[config.mk]
export PLATFORM = sky130hd
export DESIGN_NAME = da_fir_serial
export DESIGN_NICKNAME = d
export VERILOG_FILES = /design/src/rtl/da_fir_pkg.sv /design/src/rtl/da_fir_taps.sv /design/src/rtl/da_fir_slicer.sv /design/src/rtl/da_fir_coef_rom.sv /design/src/rtl/da_fir_serial.sv
export SDC_FILE = /design/constraint.sdc
export NUM_CORES = 2
export LEC_CHECK = 0
export ABC_AREA = 1
export BUFFER_PORTS_ARGS = -buffer_cell sky130_fd_sc_hd__buf_4
export CAP_MARGIN = 20
export CORE_ASPECT_RATIO = 0.8
export CORE_MARGIN = 5
export CORE_UTILIZATION = 25
export CTS_CLUSTER_DIAMETER = 40
export DETAILED_ROUTE_END_ITERATION = 10
export PLACE_DENSITY = 0.39
export SLEW_MARGIN = 20
export SYNTH_ARGS = -nofsm -noshare
export SYNTH_HDL_FRONTEND = slang
export SYNTH_SLANG_ARGS = --single-unit
[constraint.sdc]
create_clock -name clk -period 6.35 [get_ports clk]
set_input_delay 0.635 -clock clk [delete_from_list [all_inputs] [get_ports clk]]
set_output_delay 0.635 -clock clk [all_outputs]
set_load 0.05 [all_outputs]
[src/rtl/da_fir_pkg.sv]
`timescale 1ns/1ps
package da_fir_pkg;
  localparam int TAPS = 32;
  localparam int HALF = TAPS / 2;

  // weight of tap k, folded onto the lower half of the symmetric response
  function automatic int coef(input int k);
    int m;
    m = (k < HALF) ? k : (TAPS - 1 - k);
    case (m)
      0: coef = 4;     1: coef = 9;     2: coef = 13;    3: coef = 12;
      4: coef = 5;     5: coef = -10;   6: coef = -30;   7: coef = -48;
      8: coef = -55;   9: coef = -39;   10: coef = 3;    11: coef = 72;
      12: coef = 158;  13: coef = 247;  14: coef = 321;  default: coef = 362;
    endcase
  endfunction

  // one entry of a partition table: sum of the weights whose address bit is set
  function automatic int tbl_entry(input int base, input int addr, input int gsz);
    int s;
    s = 0;
    for (int j = 0; j < gsz; j++)
      if (((addr >> j) & 1) == 1) s += coef(base + j);
    return s;
  endfunction
endpackage

[src/rtl/da_fir_taps.sv]
`timescale 1ns/1ps
module da_fir_taps #(
  parameter int DW   = 12,
  parameter int TAPS = 32
) (
  input  logic                         clk,
  input  logic                         rst_n,
  input  logic                         shift_i,
  input  logic [DW-1:0]                smp_i,
  output logic [DW-1:0]                newest_o,
  output logic [TAPS/2-1:0][DW:0]      pre_o
);
  localparam int HALF = TAPS / 2;

  logic [TAPS-1:0][DW-1:0] line_q;

  always_ff @(posedge clk or negedge rst_n) begin
    if (!rst_n) line_q <= '0;
    else if (shift_i) line_q <= {line_q[TAPS-2:0], smp_i};
  end

  assign newest_o = line_q[0];

  // mirrored pair pre-add, sign-extended by one bit
  generate
    for (genvar i = 0; i < HALF; i++) begin : g_pair
      assign pre_o[i] = {line_q[i][DW-1], line_q[i]} +
                        {line_q[TAPS-1-i][DW-1], line_q[TAPS-1-i]};
    end
  endgenerate
endmodule

[src/rtl/da_fir_slicer.sv]
`timescale 1ns/1ps
module da_fir_slicer #(
  parameter int N  = 16,
  parameter int PW = 13
) (
  input  logic                 clk,
  input  logic                 rst_n,
  input  logic                 load_i,
  input  logic                 shift_i,
  input  logic [N-1:0][PW-1:0] words_i,
  output logic [N-1:0]         slice_o
);
  logic [N-1:0][PW-1:0] w_q;

  always_ff @(posedge clk or negedge rst_n) begin
    if (!rst_n) w_q <= '0;
    else if (load_i) w_q <= words_i;
    else if (shift_i) begin
      for (int i = 0; i < N; i++) w_q[i] <= {1'b0, w_q[i][PW-1:1]};
    end
  end

  generate
    for (genvar i = 0; i < N; i++) begin : g_col
      assign slice_o[i] = w_q[i][0];
    end
  endgenerate
endmodule

[src/rtl/da_fir_coef_rom.sv]
`timescale 1ns/1ps
module da_fir_coef_rom
  import da_fir_pkg::*;
#(
  parameter int HALF_N = 16,
  parameter int GRP    = 4,
  parameter int TW     = 16
) (
  input  logic                 clk,
  input  logic                 rst_n,
  input  logic [HALF_N-1:0]    slice_i,
  output logic signed [TW-1:0] sum_o
);
  localparam int NG  = HALF_N / GRP;
  localparam int ENT = 1 << GRP;

  logic [NG-1:0][TW-1:0] part_w;
  logic signed [TW-1:0]  total_w;

  generate
    for (genvar g = 0; g < NG; g++) begin : g_part
      logic signed [TW-1:0] tbl [ENT];
      logic signed [TW-1:0] part_q;
      always_comb begin
        for (int a = 0; a < ENT; a++) tbl[a] = TW'(tbl_entry(g * GRP, a, GRP));
      end
      // first register level after the lookup
      always_ff @(posedge clk or negedge rst_n) begin
        if (!rst_n) part_q <= '0;
        else part_q <= tbl[slice_i[g*GRP +: GRP]];
      end
      assign part_w[g] = part_q;
    end
  endgenerate

  always_comb begin
    total_w = '0;
    for (int g = 0; g < NG; g++) total_w = total_w + $signed(part_w[g]);
  end

  // second register level
  always_ff @(posedge clk or negedge rst_n) begin
    if (!rst_n) sum_o <= '0;
    else sum_o <= total_w;
  end
endmodule

[src/rtl/da_fir_serial.sv]
`timescale 1ns/1ps
module da_fir_serial
  import da_fir_pkg::*;
#(
  parameter int DW   = 12,
  parameter int GRP  = 4,
  parameter int TW   = 16,
  parameter int ACCW = 32
) (
  input  logic                   clk,
  input  logic                   rst_n,
  input  logic                   smp_vld_i,
  input  logic [DW-1:0]          smp_i,
  output logic                   res_vld_o,
  output logic signed [ACCW-1:0] res_o
);
  localparam int PW   = DW + 1;
  localparam int CNTW = $clog2(PW);
  localparam logic [CNTW-1:0] LASTIDX = CNTW'(PW - 1);

  function automatic logic signed [ACCW-1:0] weigh(input logic signed [TW-1:0] v,
                                                   input logic [CNTW-1:0] s);
    logic signed [ACCW-1:0] e;
    e = ACCW'(v);
    return e <<< s;
  endfunction

  // control
  logic            busy_q, load_q, run_q;
  logic [CNTW-1:0] cnt_q;
  logic            accept_w;
  assign accept_w = smp_vld_i && !busy_q;

  logic [HALF-1:0][PW-1:0] pre_w;
  logic [DW-1:0]           newest_w;
  logic [HALF-1:0]         slice_w;

  da_fir_taps #(.DW(DW), .TAPS(TAPS)) u_taps (
    .clk(clk), .rst_n(rst_n), .shift_i(accept_w), .smp_i(smp_i),
    .newest_o(newest_w), .pre_o(pre_w));

  da_fir_slicer #(.N(HALF), .PW(PW)) u_slc (
    .clk(clk), .rst_n(rst_n), .load_i(load_q), .shift_i(run_q),
    .words_i(pre_w), .slice_o(slice_w));

  // stage A: column capture with its tags
  logic            a_vld, a_first, a_last;
  logic [CNTW-1:0] a_idx;
  logic [HALF-1:0] a_slice;
  // tags following the two table registers
  logic            b_vld, b_first, b_last, c_vld, c_first, c_last;
  logic [CNTW-1:0] b_idx, c_idx;
  logic signed [TW-1:0] c_sum;
  // stage D: weighted term
  logic            d_vld, d_first, d_last;
  logic signed [ACCW-1:0] d_term;

  logic signed [ACCW-1:0] acc_q;
  logic signed [ACCW:0]   acc_base_w, acc_next_w;

  always_ff @(posedge clk or negedge rst_n) begin
    if (!rst_n) begin
      busy_q <= 1'b0; load_q <= 1'b0; run_q <= 1'b0; cnt_q <= '0;
    end else begin
      load_q <= accept_w;
      if (accept_w) busy_q <= 1'b1;
      else if (d_vld && d_last) busy_q <= 1'b0;
      if (load_q) begin
        run_q <= 1'b1;
        cnt_q <= '0;
      end else if (run_q) begin
        cnt_q <= cnt_q + 1'b1;
        if (cnt_q == LASTIDX) run_q <= 1'b0;
      end
    end
  end

  always_ff @(posedge clk or negedge rst_n) begin
    if (!rst_n) begin
      a_vld <= 1'b0; a_first <= 1'b0; a_last <= 1'b0; a_idx <= '0; a_slice <= '0;
    end else begin
      a_vld   <= run_q;
      a_first <= run_q && (cnt_q == '0);
      a_last  <= run_q && (cnt_q == LASTIDX);
      a_idx   <= cnt_q;
      a_slice <= run_q ? slice_w : '0;
    end
  end

  da_fir_coef_rom #(.HALF_N(HALF), .GRP(GRP), .TW(TW)) u_rom (
    .clk(clk), .rst_n(rst_n), .slice_i(a_slice), .sum_o(c_sum));

  always_ff @(posedge clk or negedge rst_n) begin
    if (!rst_n) begin
      b_vld <= 1'b0; b_first <= 1'b0; b_last <= 1'b0; b_idx <= '0;
      c_vld <= 1'b0; c_first <= 1'b0; c_last <= 1'b0; c_idx <= '0;
      d_vld <= 1'b0; d_first <= 1'b0; d_last <= 1'b0; d_term <= '0;
    end else begin
      b_vld <= a_vld; b_first <= a_first; b_last <= a_last; b_idx <= a_idx;
      c_vld <= b_vld; c_first <= b_first; c_last <= b_last; c_idx <= b_idx;
      d_vld <= c_vld; d_first <= c_first; d_last <= c_last;
      d_term <= weigh(c_sum, c_idx);
    end
  end

  // accumulate; the sign column is subtracted
  always_comb begin
    acc_base_w = d_first ? '0 : {acc_q[ACCW-1], acc_q};
    if (d_last) acc_next_w = acc_base_w - {d_term[ACCW-1], d_term};
    else        acc_next_w = acc_base_w + {d_term[ACCW-1], d_term};
  end

  always_ff @(posedge clk or negedge rst_n) begin
    if (!rst_n) begin
      acc_q <= '0; res_o <= '0; res_vld_o <= 1'b0;
    end else begin
      res_vld_o <= d_vld && d_last;
      if (d_vld) acc_q <= acc_next_w[ACCW-1:0];
      if (d_vld && d_last) res_o <= acc_next_w[ACCW-1:0];
    end
  end


  no_overflow_chk: assert property (@(posedge clk) disable iff (!rst_n)
    d_vld |-> (acc_next_w[ACCW] == acc_next_w[ACCW-1]));

  single_pulse_chk: assert property (@(posedge clk) disable iff (!rst_n)
    res_vld_o |=> !res_vld_o);

  busy_ignore_chk: assert property (@(posedge clk) disable iff (!rst_n)
    (smp_vld_i && busy_q) |=> $stable(newest_w));

  sign_then_valid_chk: assert property (@(posedge clk) disable iff (!rst_n)
    (d_vld && d_last) |=> res_vld_o);

  col_start_chk: assert property (@(posedge clk) disable iff (!rst_n)
    (a_vld && a_first) |-> (a_idx == '0));

  col_step_chk: assert property (@(posedge clk) disable iff (!rst_n)
    (a_vld && !a_last) |=> (a_vld && (a_idx == $past(a_idx) + 1'b1)));

  col_end_chk: assert property (@(posedge clk) disable iff (!rst_n)
    (a_vld && a_last) |-> (a_idx == LASTIDX));
endmodule

Word level (Yosys, flattened, before mapping)
Memory sizes are Yosys's and may differ from the RTL's. A register that Yosys moved wholly into a read port is not among the register bits.
Index checks and enable logic that the tools add are counted.
{ "totals": {"ff_bits": 752, "rom_bits": 1024, "inputBits": 15, "out_inout_bits": 33, "word_cells": 129, "n_memories": 4} }
{ "classes": {"add_sub_neg": 22, "eq_ne": 1, "n_shift": 1, "n_mux": 12, "bitwise_logic": 4, "reduce_logical": 12} }
{ "memory_table": {"columns": ["name", "depth", "word_bits", "rd", "rd_ports_with_merged_regs", "wr", "line", "text"], "rows": [
  ["(name not given)", 16, 16, 1, 1, 0, "da_fir_coef_rom.sv:30", "else part_q <= tbl[slice_i[g*GRP +: GRP]];"],
  ["(name not given)", 16, 16, 1, 1, 0, "da_fir_coef_rom.sv:30", null],
  ["(name not given)", 16, 16, 1, 1, 0, "da_fir_coef_rom.sv:30", null],
  ["(name not given)", 16, 16, 1, 1, 0, "da_fir_coef_rom.sv:30", null]
]} }
{ "op_table": {"columns": ["cell", "count"], "rows": [
  ["two-way mux 208 bit", 2],
  ["adder 12 x 12 -> 13 bit", 16],
  ["two-way mux 32 bit", 2],
  ["adder 16 bit", 3],
  ["adder 32 bit", 1],
  ["<<< shifter 16 x 4 -> 32 bit", 1],
  ["subtractor 32 bit", 1],
  ["inverter 4 -> 5 bit", 4],
  ["two-way mux 16 bit", 1],
  ["two-way mux 4 bit", 2],
  ["zero test 1 bit", 5],
  ["two-way mux 1 bit", 5],
  ["adder 4 x 1 -> 4 bit (second input constant)", 1],
  ["equality test 4 bit (second input constant)", 1],
  ["logical AND 1 bit", 4],
  ["zero test 4 bit", 1],
  ["nonzero test 2 bit", 2]
]} }

Depth between registers and ports, before layout
{ "depth": {"ltp_word": 4, "mapped_depth": 22, "ltp_nobuf": 22} }

Modules after synthesis
Synthesis repeated with hierarchy kept, for this count alone.
{ "hier_totals": {"hier_cells": 6307, "area_unflattened_um2": 46637.2} }
{ "by_module_without_submodules": {"columns": ["mod", "instances", "cells_each", "area_per_inst_um2"], "rows": [
  ["da_fir_taps", 1, 3540, 25264.2],
  ["da_fir_slicer", 1, 1133, 9306.4],
  ["da_fir_serial", 1, 1268, 8832.2],
  ["da_fir_coef_rom", 1, 366, 3234.4]
]} }

Worst setup path after synthesis
Ideal clock, no wire load.
{ "synth_timing": {"kind": "reg2reg", "start": "reg u_rom.g_part[3].part_q[1]", "end": "reg u_rom.sum_o[11]", "arrival_ps": 2758, "path_slack_ps": 3475, "stages_incl_launch_ff": 13, "n_path_buf": 0, "synth_period_minus_slack_ps": 2875, "path_cell_list": "dfrtp_1 > fa_1 > fa_1 > ha_1 > fa_1 > nand3_1 > nand2_1 > a21boi_1 > o21ai_0 > a21oi_1 > inv_1 > nand2_1 > nand2_1"} }
{ "synth_via": {"elab_chain_len": 1} }
{ "synth_rtl": {"columns": ["item", "line", "text"], "rows": [
  ["from (decl)", "da_fir_coef_rom.sv:23", "logic signed [TW-1:0] part_q;"],
  ["adder 16 bit", "da_fir_coef_rom.sv:38", "for (int g = 0; g < NG; g++) total_w = total_w + $signed(part_w[g]);"],
  ["net u_rom.total_w[11]", "da_fir_coef_rom.sv:18", "logic signed [TW-1:0] total_w;"],
  ["to (signal assigned)", "da_fir_coef_rom.sv:44", "else sum_o <= total_w;"],
  ["to (decl)", "da_fir_coef_rom.sv:12", "output logic signed [TW-1:0] sum_o"]
]} }
The timed path passes the listed nets, and every way through them passes these cells.
A chain may end at the register's enable or synchronous reset.

Final worst setup path
{ "layout_timing": {"start": "reg run_q", "end": "reg u_slc.w_q[56] (netlist name)"} }
{ "layout_via": {"elab_chain_len": 1} }
{ "layout_rtl": {"columns": ["item", "line", "text"], "rows": [
  ["from (decl)", "da_fir_serial.sv:29", "logic busy_q, load_q, run_q;"],
  ["from (signal assigned)", "da_fir_serial.sv:63", "busy_q <= 1'b0; load_q <= 1'b0; run_q <= 1'b0; cnt_q <= '0;"],
  ["from (signal assigned)", "da_fir_serial.sv:69", "run_q <= 1'b1;"],
  ["from (signal assigned)", "da_fir_serial.sv:73", "if (cnt_q == LASTIDX) run_q <= 1'b0;"],
  ["nonzero test 2 bit (no line)", null, null],
  ["to (signal assigned)", "da_fir_slicer.sv:17", "else if (load_i) w_q <= words_i;"],
  ["to (decl)", "da_fir_slicer.sv:13", "logic [N-1:0][PW-1:0] w_q;"]
]} }
No other way between the ends.

==> run_results.csv <==
group,metric,value,unit
synth,syn-cell-area,44500,sq um
grt,grt_pass1_wl,226,mm
drt,routed_wl,143,mm
timing,final-hold-violation-count,0,
worst_setup_path,worstPathArrival,4.39,ns
synth,async_reset_ff_frac,1.00,
timing,hold-worst-slack,0.0700,ns
grt,track_usage,0.153,
synth,ys_seq_elements,783,
grt,grt_max_degree,153,
power,p_per_area,257,nW/um^2
drt,vias,37633,
synth,synth.yosys.seq_area_share,0.440,
worst_setup_path,startpoint_type,"flop",
synth,synth_nets,6149,
floorplanning,floorplan.initialDensity,0.252,
synth,yosysMostFrequentCell,"nand2_1",
synth,synth_area_leader_cell,"dfrtp_1",
timing,fin_crit,3.76,ns
place,place_hpwl,96.9,mm
worst_setup_path,critPathSlowestCell,"clkinv_2",
drt,vias_per_cell,4.49,
floorplanning,ios,48,
grt,overflow,0,
worst_setup_path,cp_num_buf_inv,5,
place,place.port_buffers,47,
drt,drt_iter0_drc,2527,
clock_tree,cts.reportedPaths.clkPinSlew,0.05,ns
final_layout,seq_area,19600,sq um
final_layout,fin_cells,8375,
timing,setup_viol,0,
worst_setup_path,cp_cell_sequence,"inv_2, nor2_4, buf_4, clkinv_2, buf_4, o221ai_1, inv_1",
drt,drtPass1Iterations,5,
timing,fin_crit_sh,0.593,
timing,grt_setup_unrepaired,"no",
worst_setup_path,critPathKind,"reg -> reg",
worst_setup_path,cp_data_required_time,6.98,ns
clock_tree,htreeDepth,4,
worst_setup_path,cpPeakStageDelay,0.94,ns
place,gp_congestion,0.844,
synth,ys.flop_type,"dfrtp_1",
clock_tree,cts_tree,"yes",
drt,ant_nets,0,
synth,synth.area.top_cells,"dfrtp_1 (44%), nand2_1 (19%), ha_1 (7.5%), inv_1 (5.2%), o21ai_0 (4.1%)",
final_layout,multi_input_area,21700,sq um
grt,antenna_found_initial,8,
synth,syn_inst,5832,
worst_setup_path,worst_path_most_repeated_cell,"buf_4",
drt,wl_per_cell,17.0,um
final_layout,nets,6186,
worst_setup_path,cp_max_fo,46,
final_layout,fill_cells,19168,
outcome,status,"finished, final reports clean",
timing,skew,0.0354,ns
timing,maxSlewHeadroom,0.294,
final_layout,drive_gt1_frac,0.0632,
clock_tree,cts_sinks,783,
power,p_leak,27.4,nW
timing,fin_ws,2.59,ns
floorplanning,dieArea,187000,sq um
clock_tree,cts_made_buffers,154,
clock_tree,worstSkewPairLatency,0.76,ns
synth,yosys_warnings,0,
synth,yosysUniqueCellTypes,47,
place,dpl_worst_slack,2.47,ns
worst_hold_path,hp-class,"in -> reg",
timing,fmax,266,MHz
synth,avgSynthCellArea,7.63,sq um
clock_tree,cts_buffer_depth,3,
timing,worst_pin_slew,1.06,ns
floorplanning,design.core.area,177000,sq um
floorplanning,die-height,387,um
worst_setup_path,critPathTopFamily,"buffers and inverters",
final_layout,syn_to_final_growth,18.4,%
timing,slew_viol_final,0,
floorplanning,dieWidth,482,um
floorplanning,row_count,138,
place,placedCellCount,8091,
timing,fin_setup_tns,0,ns
run,maxCapViolations,0,
synth,synth_top_cell_area_share,0.440,
drt,drc,0,
clock_tree,cts-root-buf,"clkbuf_16",
synth,synth_edf_count,0,
grt,first_global_vias,37657,
worst_setup_path,crit_path_end_kind,"flop",
power,ir_worst_vdd,230,uV
synth,ys_top_cells_by_count,"nand2_1 (2213), dfrtp_1 (783), inv_1 (617)",
-- cells by family (layout without fill, tap and decap cells) --
| family | count (synthesis) | in the layout | share of synthesized area |
|---|---|---|---|
| AO/OA/AOI/OAI | 869 | 869 | 0.112 |
| XOR/XNOR | 102 | 102 | 0.0201 |
| adder cells (fa/ha/maj) | 302 | 302 | 0.0908 |
| buffers and inverters | 820 | 982 | 0.0722 |
| flip-flops | 783 | 783 | 0.440 |
| multiplexers | 4 | 4 | 0.000928 |
| other | 0 | 1 | 0 |
| AND/OR/NAND/NOR | 2952 | 2952 | 0.264 |
-- layer usage --
| layer | track usage | routed length, um | vias up |
|---|---|---|---|
| met5 | 0 | 0 | - |
| met4 | 0.0327 | 2420 | 0 |
| met3 | 0.0252 | 5270 | 170 |
| met2 | 0.211 | 56100 | 558 |
| met1 | 0.244 | 78900 | 18027 |
| li1 | - | - | 18878 |
-- through the flow --
stage | area (sq um) | utilization | power, mW
2_1_floorplan | 44500 | - | 5.08
3_3_place_gp | 47300 | 0.267 | 5.21
3_5_place_dp | 47300 | 0.267 | 5.21
4_1_cts | 52700 | 0.298 | 13.8
5_1_grt | 52700 | 0.298 | 14.0
6_report | 52700 | 0.298 | 13.5
-- layout by cell type, fill, tap and decap left out, types with 17 or more instances in the layout --
cell,n
a21o_1,26
a21oi_1,231
a31oi_1,21
buf_4,67
bufinv_16,17
clkbuf_16,157
clkinv_2,26
clkinvlp_4,20
dfrtp_1,781
fa_1,35
ha_1,267
inv_1,616
nand2_1,2212
nand3_1,261
nand3b_1,18
nand4_1,45
nor2_1,331
nor3_1,54
o211ai_1,36
o21ai_0,361
o21ai_1,35
o21bai_1,43
o221ai_1,66
o22ai_1,26
xnor2_1,27
xor2_1,75
-- repair_timing --
| action | 4_1_cts | 5_1_grt |
|---|---|---|
| hold endpoints to repair | 79 | 0 |
| hold buffers | 2 | 0 |
| buffers inserted | 0 | 0 |
| resized for setup | 0 | 0 |
-- layout make-up --
type / instances / share of cell area
antenna: 1 / 0.0000475
clock buffer: 185 / 0.0796
clock inverter: 96 / 0.0222
inverter: 623 / 0.0447
multi-input combinational: 4229 / 0.412
sequential: 783 / 0.372
tap: 2380 / 0.0565
timing repair buffer: 78 / 0.0132
-- worst paths after layout --
kind	startpoint	end	slack (ns)	depth (start not counted)
setup / recovery	run_q$_DFF_PN0_	u_slc.w_q[56]$_DFFE_PN0P_	2.59	7
hold / removal	smp_i[3]	u_taps.newest_o[3]$_DFFE_PN0P_	0.07	3
setup reg to reg	run_q$_DFF_PN0_	u_slc.w_q[56]$_DFFE_PN0P_	2.59	7
hold reg to reg	c_first$_DFF_PN0_	d_first$_DFF_PN0_	0.34	0
max in group asynchronous	rst_n	acc_q[28]$_DFFE_PN0P_	4.37	3
min in group asynchronous	rst_n	u_slc.slice_o[2]$_DFFE_PN0P_	0.54	2
-- worst min-delay path: stages --
cell,delay [ns]
buf_4,0.07
nand2_1,0.04
nand2_1,0.04
-- registers in the layout, summed over array words and instances (netlist names), 12 cells and up --
register             count
u_taps.line_q          372
u_rom.g_part.part_q     32
acc_q                   32
a_slice                 16
res_o                   32
u_slc.slice_o           16
u_rom.sum_o             16
u_taps.newest_o         12
d_term                  31
u_slc.w_q              192
-- where the power goes --
group | internal, mW | switching [mW] | leakage (nW)
combinational | 0.0141 | 0.106 | 13.9
sequential | 5.00 | 0 | 10.9
clock | 5.44 | 2.96 | 2.59
(Power assumes the default switching activity.)
